## src/rtl/bve_pkg.sv

```systemverilog
package bve_pkg;
  localparam int HDR_W   = 4;
  localparam int NIB_MAX = 8;
  localparam int CNT_W   = 4 * NIB_MAX;
  localparam int SYM_W   = HDR_W + CNT_W + 1;

  typedef enum logic [1:0] {
    ST_RUN   = 2'd0,
    ST_TAIL  = 2'd1,
    ST_FLUSH = 2'd2
  } bve_state_e;
endpackage

```

## src/rtl/bve_position.sv

```systemverilog
module bve_position #(
  parameter int ROW_W = 16,
  parameter int COL_W = 16,
  localparam int POS_W = ROW_W + COL_W
) (
  input  logic [ROW_W-1:0] cfg_rows,
  input  logic [COL_W-1:0] cfg_cols,
  input  logic [ROW_W-1:0] in_row,
  input  logic [COL_W-1:0] in_col,
  input  logic [POS_W-1:0] next_pos,
  output logic [POS_W-1:0] lin_pos,
  output logic [POS_W-1:0] gap,
  output logic [POS_W-1:0] tail_gap,
  output logic             backward
);
  logic [POS_W-1:0] total;

  always_comb begin
    lin_pos  = POS_W'(in_row) * POS_W'(cfg_cols) + POS_W'(in_col);
    total    = POS_W'(cfg_rows) * POS_W'(cfg_cols);
    backward = lin_pos < next_pos;
    gap      = lin_pos - next_pos;
    tail_gap = total - next_pos;
  end
endmodule

```

## src/rtl/bve_symbol.sv

```systemverilog
module bve_symbol
  import bve_pkg::*;
#(
  parameter int POS_W = 32,
  localparam int LEN_W = $clog2(SYM_W + 1)
) (
  input  logic [POS_W-1:0] run,
  input  logic             with_one,
  output logic [SYM_W-1:0] sym_bits,
  output logic [LEN_W-1:0] sym_len
);
  logic [CNT_W-1:0] cnt_w;
  logic [CNT_W-1:0] aligned;
  logic [2:0]       nm1;
  int               nib;

  always_comb begin
    cnt_w = CNT_W'(run);
    nib   = 1;
    for (int k = 1; k < NIB_MAX; k++) begin
      if ((cnt_w >> (4 * k)) != '0) nib = k + 1;
    end
    nm1      = 3'(nib - 1);
    aligned  = cnt_w << (CNT_W - 4 * nib);
    sym_bits = '0;
    sym_len  = '0;
    if (run != '0) begin
      sym_bits[0] = 1'b0;
      sym_bits[1] = nm1[2];
      sym_bits[2] = nm1[1];
      sym_bits[3] = nm1[0];
      for (int k = 0; k < CNT_W; k++) begin
        if (k < 4 * nib) sym_bits[HDR_W + k] = aligned[CNT_W - 1 - k];
      end
      sym_len = LEN_W'(HDR_W + 4 * nib);
    end
    if (with_one) begin
      sym_bits = sym_bits | (SYM_W'(1) << sym_len);
      sym_len  = sym_len + LEN_W'(1);
    end
  end
endmodule

```

## src/rtl/bve_packer.sv

```systemverilog
module bve_packer
  import bve_pkg::*;
#(
  parameter int WORD_W = 32,
  localparam int LEN_W  = $clog2(SYM_W + 1),
  localparam int BUF_W  = WORD_W - 1 + SYM_W,
  localparam int FILL_W = $clog2(BUF_W + 1),
  localparam int NB_W   = $clog2(WORD_W + 1)
) (
  input  logic              clk,
  input  logic              rst_n,
  input  logic              append,
  input  logic [SYM_W-1:0]  app_bits,
  input  logic [LEN_W-1:0]  app_len,
  input  logic              emit,
  input  logic              emit_last,
  output logic [FILL_W-1:0] fill,
  output logic              out_valid,
  output logic [WORD_W-1:0] out_word,
  output logic              out_last,
  output logic [NB_W-1:0]   out_nbits
);
  localparam logic [FILL_W-1:0] WORD_F = FILL_W'(WORD_W);

  logic [BUF_W-1:0]  sr_q, sr_d;
  logic [FILL_W-1:0] fill_q, fill_d;
  logic              ov_q, ov_d, last_q, last_d;
  logic [WORD_W-1:0] word_q, word_d;
  logic [NB_W-1:0]   nb_q, nb_d;
  logic              sr_en;

  always_comb begin
    sr_d   = sr_q;
    fill_d = fill_q;
    sr_en  = emit | append;
    if (emit) begin
      sr_d   = sr_q >> WORD_W;
      fill_d = (fill_q > WORD_F) ? fill_q - WORD_F : '0;
    end else if (append) begin
      sr_d   = sr_q | (BUF_W'(app_bits) << fill_q);
      fill_d = fill_q + FILL_W'(app_len);
    end
    ov_d   = emit;
    last_d = emit & emit_last;
    word_d = sr_q[WORD_W-1:0];
    nb_d   = (fill_q >= WORD_F) ? NB_W'(WORD_W) : NB_W'(fill_q);
  end

  always_ff @(posedge clk or negedge rst_n) begin
    if (!rst_n) begin
      sr_q   <= '0;
      fill_q <= '0;
      ov_q   <= 1'b0;
      last_q <= 1'b0;
      word_q <= '0;
      nb_q   <= '0;
    end else begin
      if (sr_en) begin
        sr_q   <= sr_d;
        fill_q <= fill_d;
      end
      ov_q   <= ov_d;
      last_q <= last_d;
      if (emit) begin
        word_q <= word_d;
        nb_q   <= nb_d;
      end
    end
  end

  assign fill      = fill_q;
  assign out_valid = ov_q;
  assign out_word  = word_q;
  assign out_last  = last_q;
  assign out_nbits = nb_q;

  // new bits only enter while less than a word is staged, never with a drain
  p_no_overflow_r10: assert property (@(posedge clk) disable iff (!rst_n)
    append |-> (fill_q < WORD_F) && !emit);
  // every word other than the final one is completely filled
  p_full_word_r3: assert property (@(posedge clk) disable iff (!rst_n)
    (out_valid && !out_last) |-> (out_nbits == NB_W'(WORD_W)));
endmodule

```

## src/rtl/bve_encoder.sv

```systemverilog
module bve_encoder
  import bve_pkg::*;
#(
  parameter int ROW_W  = 16,
  parameter int COL_W  = 16,
  parameter int WORD_W = 32,
  localparam int POS_W  = ROW_W + COL_W,
  localparam int LEN_W  = $clog2(SYM_W + 1),
  localparam int BUF_W  = WORD_W - 1 + SYM_W,
  localparam int FILL_W = $clog2(BUF_W + 1),
  localparam int NB_W   = $clog2(WORD_W + 1)
) (
  input  logic              clk,
  input  logic              rst_n,
  input  logic [ROW_W-1:0]  cfg_rows,
  input  logic [COL_W-1:0]  cfg_cols,
  input  logic              in_valid,
  output logic              in_ready,
  input  logic [ROW_W-1:0]  in_row,
  input  logic [COL_W-1:0]  in_col,
  input  logic              in_last,
  output logic              out_valid,
  output logic [WORD_W-1:0] out_word,
  output logic              out_last,
  output logic [NB_W-1:0]   out_nbits,
  output logic              err_order
);
  localparam logic [FILL_W-1:0] WORD_F = FILL_W'(WORD_W);

  logic [1:0]        rst_pipe_q;
  logic              rst_s_n;
  bve_state_e        state_q, state_d;
  logic [POS_W-1:0]  pos_q, pos_d;
  logic              pos_en;
  logic              err_q, err_d;
  logic [POS_W-1:0]  lin_pos, gap, tail_gap, sym_run;
  logic              backward, accept, sym_one;
  logic              append, emit, emit_last;
  logic [SYM_W-1:0]  sym_bits;
  logic [LEN_W-1:0]  sym_len;
  logic [FILL_W-1:0] fill;

  always_ff @(posedge clk or negedge rst_n) begin
    if (!rst_n) rst_pipe_q <= 2'b00;
    else        rst_pipe_q <= {rst_pipe_q[0], 1'b1};
  end
  assign rst_s_n = rst_pipe_q[1];

  bve_position #(.ROW_W(ROW_W), .COL_W(COL_W)) u_pos (
    .cfg_rows(cfg_rows), .cfg_cols(cfg_cols), .in_row(in_row), .in_col(in_col),
    .next_pos(pos_q), .lin_pos(lin_pos), .gap(gap), .tail_gap(tail_gap),
    .backward(backward)
  );

  bve_symbol #(.POS_W(POS_W)) u_sym (
    .run(sym_run), .with_one(sym_one), .sym_bits(sym_bits), .sym_len(sym_len)
  );

  bve_packer #(.WORD_W(WORD_W)) u_pack (
    .clk(clk), .rst_n(rst_s_n), .append(append), .app_bits(sym_bits),
    .app_len(sym_len), .emit(emit), .emit_last(emit_last), .fill(fill),
    .out_valid(out_valid), .out_word(out_word), .out_last(out_last),
    .out_nbits(out_nbits)
  );

  always_comb begin
    state_d   = state_q;
    pos_d     = pos_q;
    pos_en    = 1'b0;
    err_d     = err_q;
    in_ready  = (state_q == ST_RUN) && (fill < WORD_F);
    accept    = in_valid && in_ready;
    sym_one   = (state_q == ST_RUN);
    sym_run   = (state_q == ST_RUN) ? gap : tail_gap;
    append    = 1'b0;
    emit      = 1'b0;
    emit_last = 1'b0;
    unique case (state_q)
      ST_RUN: begin
        emit = (fill >= WORD_F);
        if (accept) begin
          if (backward) begin
            err_d = 1'b1;
          end else begin
            append = 1'b1;
            pos_d  = lin_pos + POS_W'(1);
            pos_en = 1'b1;
          end
          if (in_last) state_d = ST_TAIL;
        end
      end
      ST_TAIL: begin
        if (fill >= WORD_F) begin
          emit = 1'b1;
        end else begin
          append  = 1'b1;
          state_d = ST_FLUSH;
        end
      end
      ST_FLUSH: begin
        emit      = 1'b1;
        emit_last = (fill <= WORD_F);
        if (emit_last) begin
          state_d = ST_RUN;
          pos_d   = '0;
          pos_en  = 1'b1;
        end
      end
      default: state_d = ST_RUN;
    endcase
  end

  always_ff @(posedge clk or negedge rst_s_n) begin
    if (!rst_s_n) begin
      state_q <= ST_RUN;
      pos_q   <= '0;
      err_q   <= 1'b0;
    end else begin
      state_q <= state_d;
      err_q   <= err_d;
      if (pos_en) pos_q <= pos_d;
    end
  end

  assign err_order = err_q;

  // the ordering error never clears on its own
  p_err_sticky_r7: assert property (@(posedge clk) disable iff (!rst_s_n)
    err_q |=> err_q);
  // a kept coordinate always advances the position
  p_forward_r4: assert property (@(posedge clk) disable iff (!rst_s_n)
    (accept && !backward) |=> (pos_q > $past(pos_q)));
  // the final word restarts the position count
  p_restart_r8: assert property (@(posedge clk) disable iff (!rst_s_n)
    (emit && emit_last) |=> (pos_q == '0) && (state_q == ST_RUN));
  // no coordinate is taken while a whole word waits
  p_hold_r10: assert property (@(posedge clk) disable iff (!rst_s_n)
    (fill >= WORD_F) |-> !in_ready);
endmodule

```

## config.mk

```make
export PLATFORM = sky130hd
export DESIGN_NAME = bve_encoder
export DESIGN_NICKNAME = d
export VERILOG_FILES = /design/src/rtl/bve_pkg.sv /design/src/rtl/bve_position.sv /design/src/rtl/bve_symbol.sv /design/src/rtl/bve_packer.sv /design/src/rtl/bve_encoder.sv
export SDC_FILE = /design/constraint.sdc
export NUM_CORES = 2
export LEC_CHECK = 0
export BUFFER_PORTS_ARGS = -buffer_cell sky130_fd_sc_hd__buf_2
export CORE_MARGIN = 2
export CORE_UTILIZATION = 49
export DETAILED_ROUTE_END_ITERATION = 10
export PLACE_DENSITY_LB_ADDON = 0.12
export SYNTH_ARGS = -nofsm -noshare
export SYNTH_HDL_FRONTEND = slang
export SYNTH_SLANG_ARGS = --single-unit
```

## constraint.sdc

```tcl
create_clock -name clk -period 10.7 [get_ports clk]
set_input_delay 1.605 -clock clk [delete_from_list [all_inputs] [get_ports clk]]
set_output_delay 1.605 -clock clk [all_outputs]
set_load 0.02 [all_outputs]
```

Yosys cells after proc, flatten, opt, wreduce, memory -nomap -nowiden
Cells that the tools add are included.
{"block": "word_totals", "n_memories": 0, "mem_bits_ro": 0, "out_inout_bits": 42, "ram_bits": 0, "inputBits": 68, "reg_bits": 152, "latch_bits": 0}
{"block": "op_classes", "n_reduce_logical": 17, "addsub": 10, "shifts": 3, "n_div": 0, "eq_ne": 7, "mux": 68, "mul": 2, "bitwise_logic": 4, "order_cmp": 37}
{"cell": "< comparator 6 x 32 -> 1 bit (first input constant)", "n": 16}
{"cell": "< comparator 5 x 32 -> 1 bit (first input constant)", "n": 8}
{"cell": "nonzero test 32 bit", "n": 8}
{"cell": "two-way mux 30 bit", "n": 5}
{"cell": "two-way mux 68 bit", "n": 2}
{"cell": "< comparator 4 x 32 -> 1 bit (first input constant)", "n": 4}
{"cell": "two-way mux 32 bit", "n": 4}
{"cell": "OR 68 bit", "n": 1}
{"cell": "left shift 37 x 7 -> 68 bit", "n": 1}
{"cell": "< comparator 3 x 32 -> 1 bit (first input constant)", "n": 2}
{"cell": "multiplier 16 x 16 -> 32 bit", "n": 2}
{"cell": "one-hot mux 32 bit (2 select lines)", "n": 1}
{"cell": "subtractor 32 bit", "n": 2}
{"cell": "two-way mux 1 bit", "n": 38}
{"cell": "two-way mux 37 bit", "n": 1}
{"cell": "OR 36 x 37 -> 37 bit", "n": 1}
{"cell": "left shift 1 x 6 -> 37 bit (first input constant)", "n": 1}
{"cell": "two-way mux 36 bit", "n": 1}
{"cell": "adder 32 x 1 -> 32 bit (second input constant)", "n": 1}
{"cell": "adder 32 x 16 -> 32 bit", "n": 1}
{"cell": "< comparator 1 x 32 -> 1 bit (first input constant)", "n": 1}
{"cell": "< comparator 2 x 32 -> 1 bit (first input constant)", "n": 1}
{"cell": "< comparator 32 bit", "n": 1}
{"cell": "left shift 32 x 32 -> 32 bit", "n": 1}
{"cell": "other kinds (28)", "n": 44}

Depth between registers and ports, before layout
{"block": "logic_depth", "ltp_word": 22, "mapped_depth": 54, "depth_no_buf": 50}

Cells and area by module
From an unflattened synthesis, not the netlist that was laid out.
{"block": "unflattened", "hier_cells": 3630, "area_unflattened_um2": 32143.3}
{"mod": "bve_position", "area_each_um2": 20208.1, "cells_each": 2386, "instances": 1, "seq_area_each_um2": 0.0}
{"mod": "bve_packer", "area_each_um2": 7692.4, "cells_each": 755, "instances": 1, "seq_area_each_um2": 2877.8}
{"mod": "bve_encoder", "area_each_um2": 2658.8, "cells_each": 269, "instances": 1, "seq_area_each_um2": 925.9}
{"mod": "bve_symbol", "area_each_um2": 1584.0, "cells_each": 220, "instances": 1, "seq_area_each_um2": 0.0}

Worst setup path after synthesis
Ideal clock, no wire load.
{"block": "synth_path", "path_kind": "input -> register", "startpoint": "input port cfg_cols[15]", "endpoint": "register u_pack.sr_q[19]", "stages": 45, "setup_ns": 0.087, "required_ns": 10.613, "n_path_buf": 5, "slack_ns": -2.526, "arrival_time_ns": 13.139, "path_cell_list": "clkbuf_1 > nand2_1 > fa_1 > inv_1 > fa_1 > inv_1 > fa_1 > fa_1 > fa_1 > inv_1 > fa_1 > ha_1 > clkbuf_1 > o21a_1 > o21ai_0 > o31a_1 > nor2b_1 > and3_1 > [9 not listed] > o211ai_1 > nor2_1 > o32a_4 > nor3_4 > clkbuf_1 > nand2b_1 > ha_1 > ha_1 > clkbuf_1 > nand2_1 > o32ai_1 > a221o_1 > or4_4 > mux2i_1 > o221ai_1 > mux2_2 > mux2_4 > o221ai_2"}
{"block": "synth_between", "elab_chain_len": 22, "word_cells_on_any_way": 105}
{"element": "from (decl)", "line": "bve_encoder.sv:16", "text": "input logic [COL_W-1:0] cfg_cols,"}
{"element": "multiplier 16 x 16 -> 32 bit", "line": "bve_position.sv:19", "text": "lin_pos = POS_W'(in_row) * POS_W'(cfg_cols) + POS_W'(in_col);"}
{"element": "adder 32 x 16 -> 32 bit", "line": "bve_position.sv:19"}
{"element": "subtractor 32 bit", "line": "bve_position.sv:22", "text": "gap = lin_pos - next_pos;"}
{"element": "two-way mux 32 bit", "line": "bve_encoder.sv:74", "text": "sym_run = (state_q == ST_RUN) ? gap : tail_gap;"}
{"element": "nonzero test 32 bit", "line": "bve_symbol.sv:21", "text": "if ((cnt_w >> (4 * k)) != '0) nib = k + 1;"}
{"element": "two-way mux 2 bit (2 in series)", "line": "bve_symbol.sv:21"}
{"element": "two-way mux 30 bit (5 in series)", "line": "bve_symbol.sv:21"}
{"element": "subtractor 7 x 32 -> 32 bit", "line": "bve_symbol.sv:24", "text": "aligned = cnt_w << (CNT_W - 4 * nib);"}
{"element": "left shift 32 x 32 -> 32 bit", "line": "bve_symbol.sv:24"}
{"element": "two-way mux 1 bit", "line": "bve_symbol.sv:33", "text": "if (k < 4 * nib) sym_bits[HDR_W + k] = aligned[CNT_W - 1 - k];"}
{"element": "two-way mux 36 bit", "line": "bve_symbol.sv:27", "text": "if (run != '0) begin"}
{"element": "OR 36 x 37 -> 37 bit", "line": "bve_symbol.sv:38", "text": "sym_bits = sym_bits | (SYM_W'(1) << sym_len);"}
{"element": "two-way mux 37 bit", "line": "bve_symbol.sv:37", "text": "if (with_one) begin"}
{"element": "left shift 37 x 7 -> 68 bit", "line": "bve_packer.sv:40", "text": "sr_d = sr_q | (BUF_W'(app_bits) << fill_q);"}
{"element": "OR 68 bit", "line": "bve_packer.sv:40"}
{"element": "two-way mux 68 bit", "line": "bve_packer.sv:39", "text": "end else if (append) begin"}
{"element": "two-way mux 68 bit", "line": "bve_packer.sv:36", "text": "if (emit) begin"}
{"element": "to (signal assigned)", "line": "bve_packer.sv:59", "text": "sr_q <= sr_d;"}
{"element": "to (decl)", "line": "bve_packer.sv:25", "text": "logic [BUF_W-1:0] sr_q, sr_d;"}
Several ways; a longest one is shown, not always the timed one. The select of a mux whose other input is x is not followed.
A chain may end at the register's enable or synchronous reset.

Final worst setup path
{"block": "layout_path", "startpoint": "input port in_row[5]", "endpoint": "register u_pack.sr_q[28]"}
{"block": "layout_between", "elab_chain_len": 22, "word_cells_on_any_way": 103}
{"element": "from (decl)", "line": "bve_encoder.sv:19", "text": "input logic [ROW_W-1:0] in_row,"}
{"element": "multiplier 16 x 16 -> 32 bit (*)", "line": "bve_position.sv:19"}
{"element": "adder 32 x 16 -> 32 bit (*)", "line": "bve_position.sv:19"}
{"element": "subtractor 32 bit", "line": "bve_position.sv:22"}
{"element": "two-way mux 32 bit", "line": "bve_encoder.sv:74"}
{"element": "nonzero test 32 bit", "line": "bve_symbol.sv:21"}
{"element": "two-way mux 2 bit (2 in series)", "line": "bve_symbol.sv:21"}
{"element": "two-way mux 30 bit (5 in series)", "line": "bve_symbol.sv:21"}
{"element": "subtractor 7 x 32 -> 32 bit", "line": "bve_symbol.sv:24"}
{"element": "left shift 32 x 32 -> 32 bit", "line": "bve_symbol.sv:24"}
{"element": "two-way mux 1 bit", "line": "bve_symbol.sv:33"}
{"element": "two-way mux 36 bit", "line": "bve_symbol.sv:27"}
{"element": "OR 36 x 37 -> 37 bit", "line": "bve_symbol.sv:38"}
{"element": "two-way mux 37 bit", "line": "bve_symbol.sv:37"}
{"element": "left shift 37 x 7 -> 68 bit", "line": "bve_packer.sv:40"}
{"element": "OR 68 bit", "line": "bve_packer.sv:40"}
{"element": "two-way mux 68 bit", "line": "bve_packer.sv:39"}
{"element": "two-way mux 68 bit", "line": "bve_packer.sv:36"}
Every way passes the cells marked *; elsewhere a longest branch is shown, timed or not. The select of a mux whose other input is x is not followed.

==> impl_metrics.py <==
metrics = {
    "drt": {
        "vias": 31459,
        "drc": 0,
        "avgViaCountPerCell": 5.72,
        "wirelength_um": 112000,
        "drt_iter0_markers": 2375,
        "avgRoutedWirePerCell_um": 20.4,
        "drtPass1Iterations": 6,
        "ant_nets": 0,
    },
    "global_routing": {
        "grt_max_degree": 99,
        "grt_overflow_total": 0,
        "antenna_found_initial": 3,
        "grt_usage": 0.328,
        "grt_pass1_vias": 31992,
        "grt_first_pass_wirelength_um": 180000,
    },
    "worst_setup_path": {
        "startpoint_type": "primary input",
        "critPathArrivalTime_ns": 11.84,
        "crit_slowest_cell": "mux4_2",
        "crit_path_end": "u_pack.sr_q[28]",
        "reg2regPathDepth": 31,
        "critical_path_depth": 45,
        "crit_path_start": "in_row[5]",
        "crit_buf_inv": 9,
        "cp_common_cell": "fa_1",
        "end_kind": "register",
        "r2r_start": "pos_q[19]",
        "r2r-end": "u_pack.sr_q[28]",
        "required_ns": 11.04,
        "reg2reg_slack_ns": 1.45,
        "crit_path_max_fanout": 8,
        "critical_path_class": "primary input to register",
        "critPathTopFamily": "adder cells",
        "cpPeakStageDelay_ns": 0.57,
    },
    "status": {
        "violations": "negative setup slack",
        "status": "finished with violations",
    },
    "cells_and_area": {
        "syn2layout_area_growth_pct": 28.5,
        "multi_input_comb_area_um2": 27900,
        "final.fill_count": 5933,
        "insertedDiodeCount": 0,
        "nets": 5375,
        "area.sequential_um2": 3810,
        "finish.instance_area_um2": 42300,
        "utilization": 0.634,
        "fin_cells": 5501,
        "drive_gt1_frac": 0.277,
    },
    "floorplanning": {
        "num_rows": 95,
        "die_h_um": 263,
        "fp.dieW_um": 263,
        "fp.dieArea_um2": 69300,
        "initial_core_util": 0.493,
        "core_area_um2": 66800,
        "ioPinCount": 110,
    },
    "cts": {
        "cts_buffer_depth": 2,
        "hold_buffers": 0,
        "cts.clk_slew.worst_paths_ns": 0.07,
        "cts_tree": "done",
        "htree_levels": 4,
        "clockRootBuffer": "clkbuf_16",
        "numClockSinks": 152,
        "clk_latency_ns": 0.47,
        "cts_made_buffers": 17,
    },
    "synthesis": {
        "synth_area_um2": 32900,
        "ys_top_cells_by_count": "530 x inv_1, 450 x nand2_1, 434 x fa_1",
        "synth_seq_area_share": 0.115,
        "ys_ff_latch": 152,
        "synth.largest_area_cell": "fa_1",
        "synth_cell_type_count": 119,
        "yosys_warnings": 0,
        "synthArstFlopShare": 1.00,
        "avgSynthCellArea_um2": 8.38,
        "ys.flop_type": "dfrtp_1",
        "synth_nets": 4689,
        "synth_area_leaders": "fa_1 26%, dfrtp_1 12%, ha_1 9.8%",
        "synth_edf_count": 0,
        "yosysMostFrequentCell": "inv_1",
        "syn_inst": 3929,
        "synthDominantCellAreaShare": 0.264,
    },
    "timing": {
        "post-route-period-util": 1.07,
        "maxSlewViolCount": 0,
        "min_period_ns": 11.50,
        "max_freq_ghz": 0.0869,
        "timing.hold.ws_ns": 0.298,
        "setup_violations": 67,
        "fin_ws_ns": -0.801,
        "final-hold-violation-count": 0,
        "maxSlewHeadroom": 0.293,
        "worst_pin_slew_ns": 1.06,
        "finClkSkew_ns": 0.0181,
        "rsz0062_at_grt": "true",
    },
    "placed_design": {
        "dp.cells": 5419,
        "place_hpwl_um": 92900,
        "port_buffers": 109,
        "place.gp.congestion": 0.995,
        "placed_area_um2": 39900,
    },
    "worst_hold_path": {
        "holdCritPathClass": "register to asynchronous set/reset pin",
    },
    "run": {
        "max_cap_viol_count": 0,
    },
}
-- per-layer routing --
| metal | share of wire | track usage |
|---|---|---|
| met4 | 0.032 | 0.0976 |
| met3 | 0.059 | 0.0393 |
| met1 | 0.43 | 0.444 |
| met2 | 0.48 | 0.553 |
| met5 | 0.00018 | 0 |
-- cells in the final DEF (no fill, tap or decap), drive strengths merged, types with 53 or more instances in the layout --
cell type	Yosys	routed
nor3	53	53
inv	532	534
xnor2	65	65
nand2	452	452
and2	391	391
dfrtp	152	152
buf	49	888
ha	258	258
o21ai	167	167
mux2i	76	76
a21oi	157	157
fa	434	434
nor2	209	209
nand3	95	95
-- flip-flops by register name (all words and copies together), names as in the netlist --
signal and count:
err_order 1, pos_q 32, rst_pipe_q 2, state_q 2, u_pack.fill 7, u_pack.out_last 1
u_pack.out_nbits 6, u_pack.out_valid 1, u_pack.out_word 32, u_pack.sr_q 68
-- worst reg2reg max path, delay by kind of cell, from the launching register on --
family | cells | cell delay (ns)
adder cells (fa/ha/maj) | 9 | 4.05
AO/OA/AOI/OAI | 10 | 2.28
multiplexers | 2 | 0.92
buffers and inverters | 5 | 0.63
AND/OR/NAND/NOR | 4 | 0.53
flip-flops | 1 | 0.49
XOR/XNOR | 1 | 0.22
-- what timing repair did --
item	in CTS	in global routing
gates cloned	1	0
setup buffers	35	18
resized for setup	210	125
setup endpoints to repair	72	73
pin swaps	112	70
hold endpoints to repair	0	0
-- area by class of cell --
class,instances,area share
clock buffer,21,0.0106
clock inverter,11,0.00293
inverter,535,0.0478
multi-input combinational,3021,0.660
sequential,152,0.0901
tap,873,0.0258
timing repair buffer,888,0.163
-- how the worst min path moves through the flow --
stage | start | to | cells past startpoint
2_1_floorplan | rst_pipe_q[0] | rst_pipe_q[1] | 0
3_3_place_gp | rst_pipe_q[1] | u_pack.out_word[20] | 0
3_5_place_dp | rst_pipe_q[1] | u_pack.out_word[24] | 0
4_1_cts | rst_pipe_q[1] | u_pack.out_word[10] | 0
5_1_grt | rst_pipe_q[1] | u_pack.out_word[20] | 0
6_report | rst_pipe_q[1] | u_pack.out_word[10] | 0
-- metrics by stage --
step	worst slack [ns]	setup TNS (ns)
floorplan	-1.18	-53.92
global route	-1.13	-63.55
global placement	-1.69	-94.22
CTS	-0.734	-36.53
detailed placement	-1.86	-102.86
finish	-0.801	-38.29
-- kinds of logic (layout without fill, tap and decap cells) --
| logic type | count (synthesis) | in the layout | share of synthesized area |
|---|---|---|---|
| and+or+nand+nor | 1356 | 1356 | 0.206 |
| adders and majority gates | 692 | 692 | 0.362 |
| AOI/OAI and AO/OA | 759 | 759 | 0.163 |
| DFF | 152 | 152 | 0.115 |
| other | 1 | 1 | 0.000114 |
| xor gates and xnor gates | 99 | 99 | 0.0263 |
| muxes | 114 | 114 | 0.0384 |
| buffers and inverters | 756 | 1455 | 0.0887 |
Power is not shown: default switching activity piles up to over one toggle a cycle in this logic, so the estimate is an artifact.
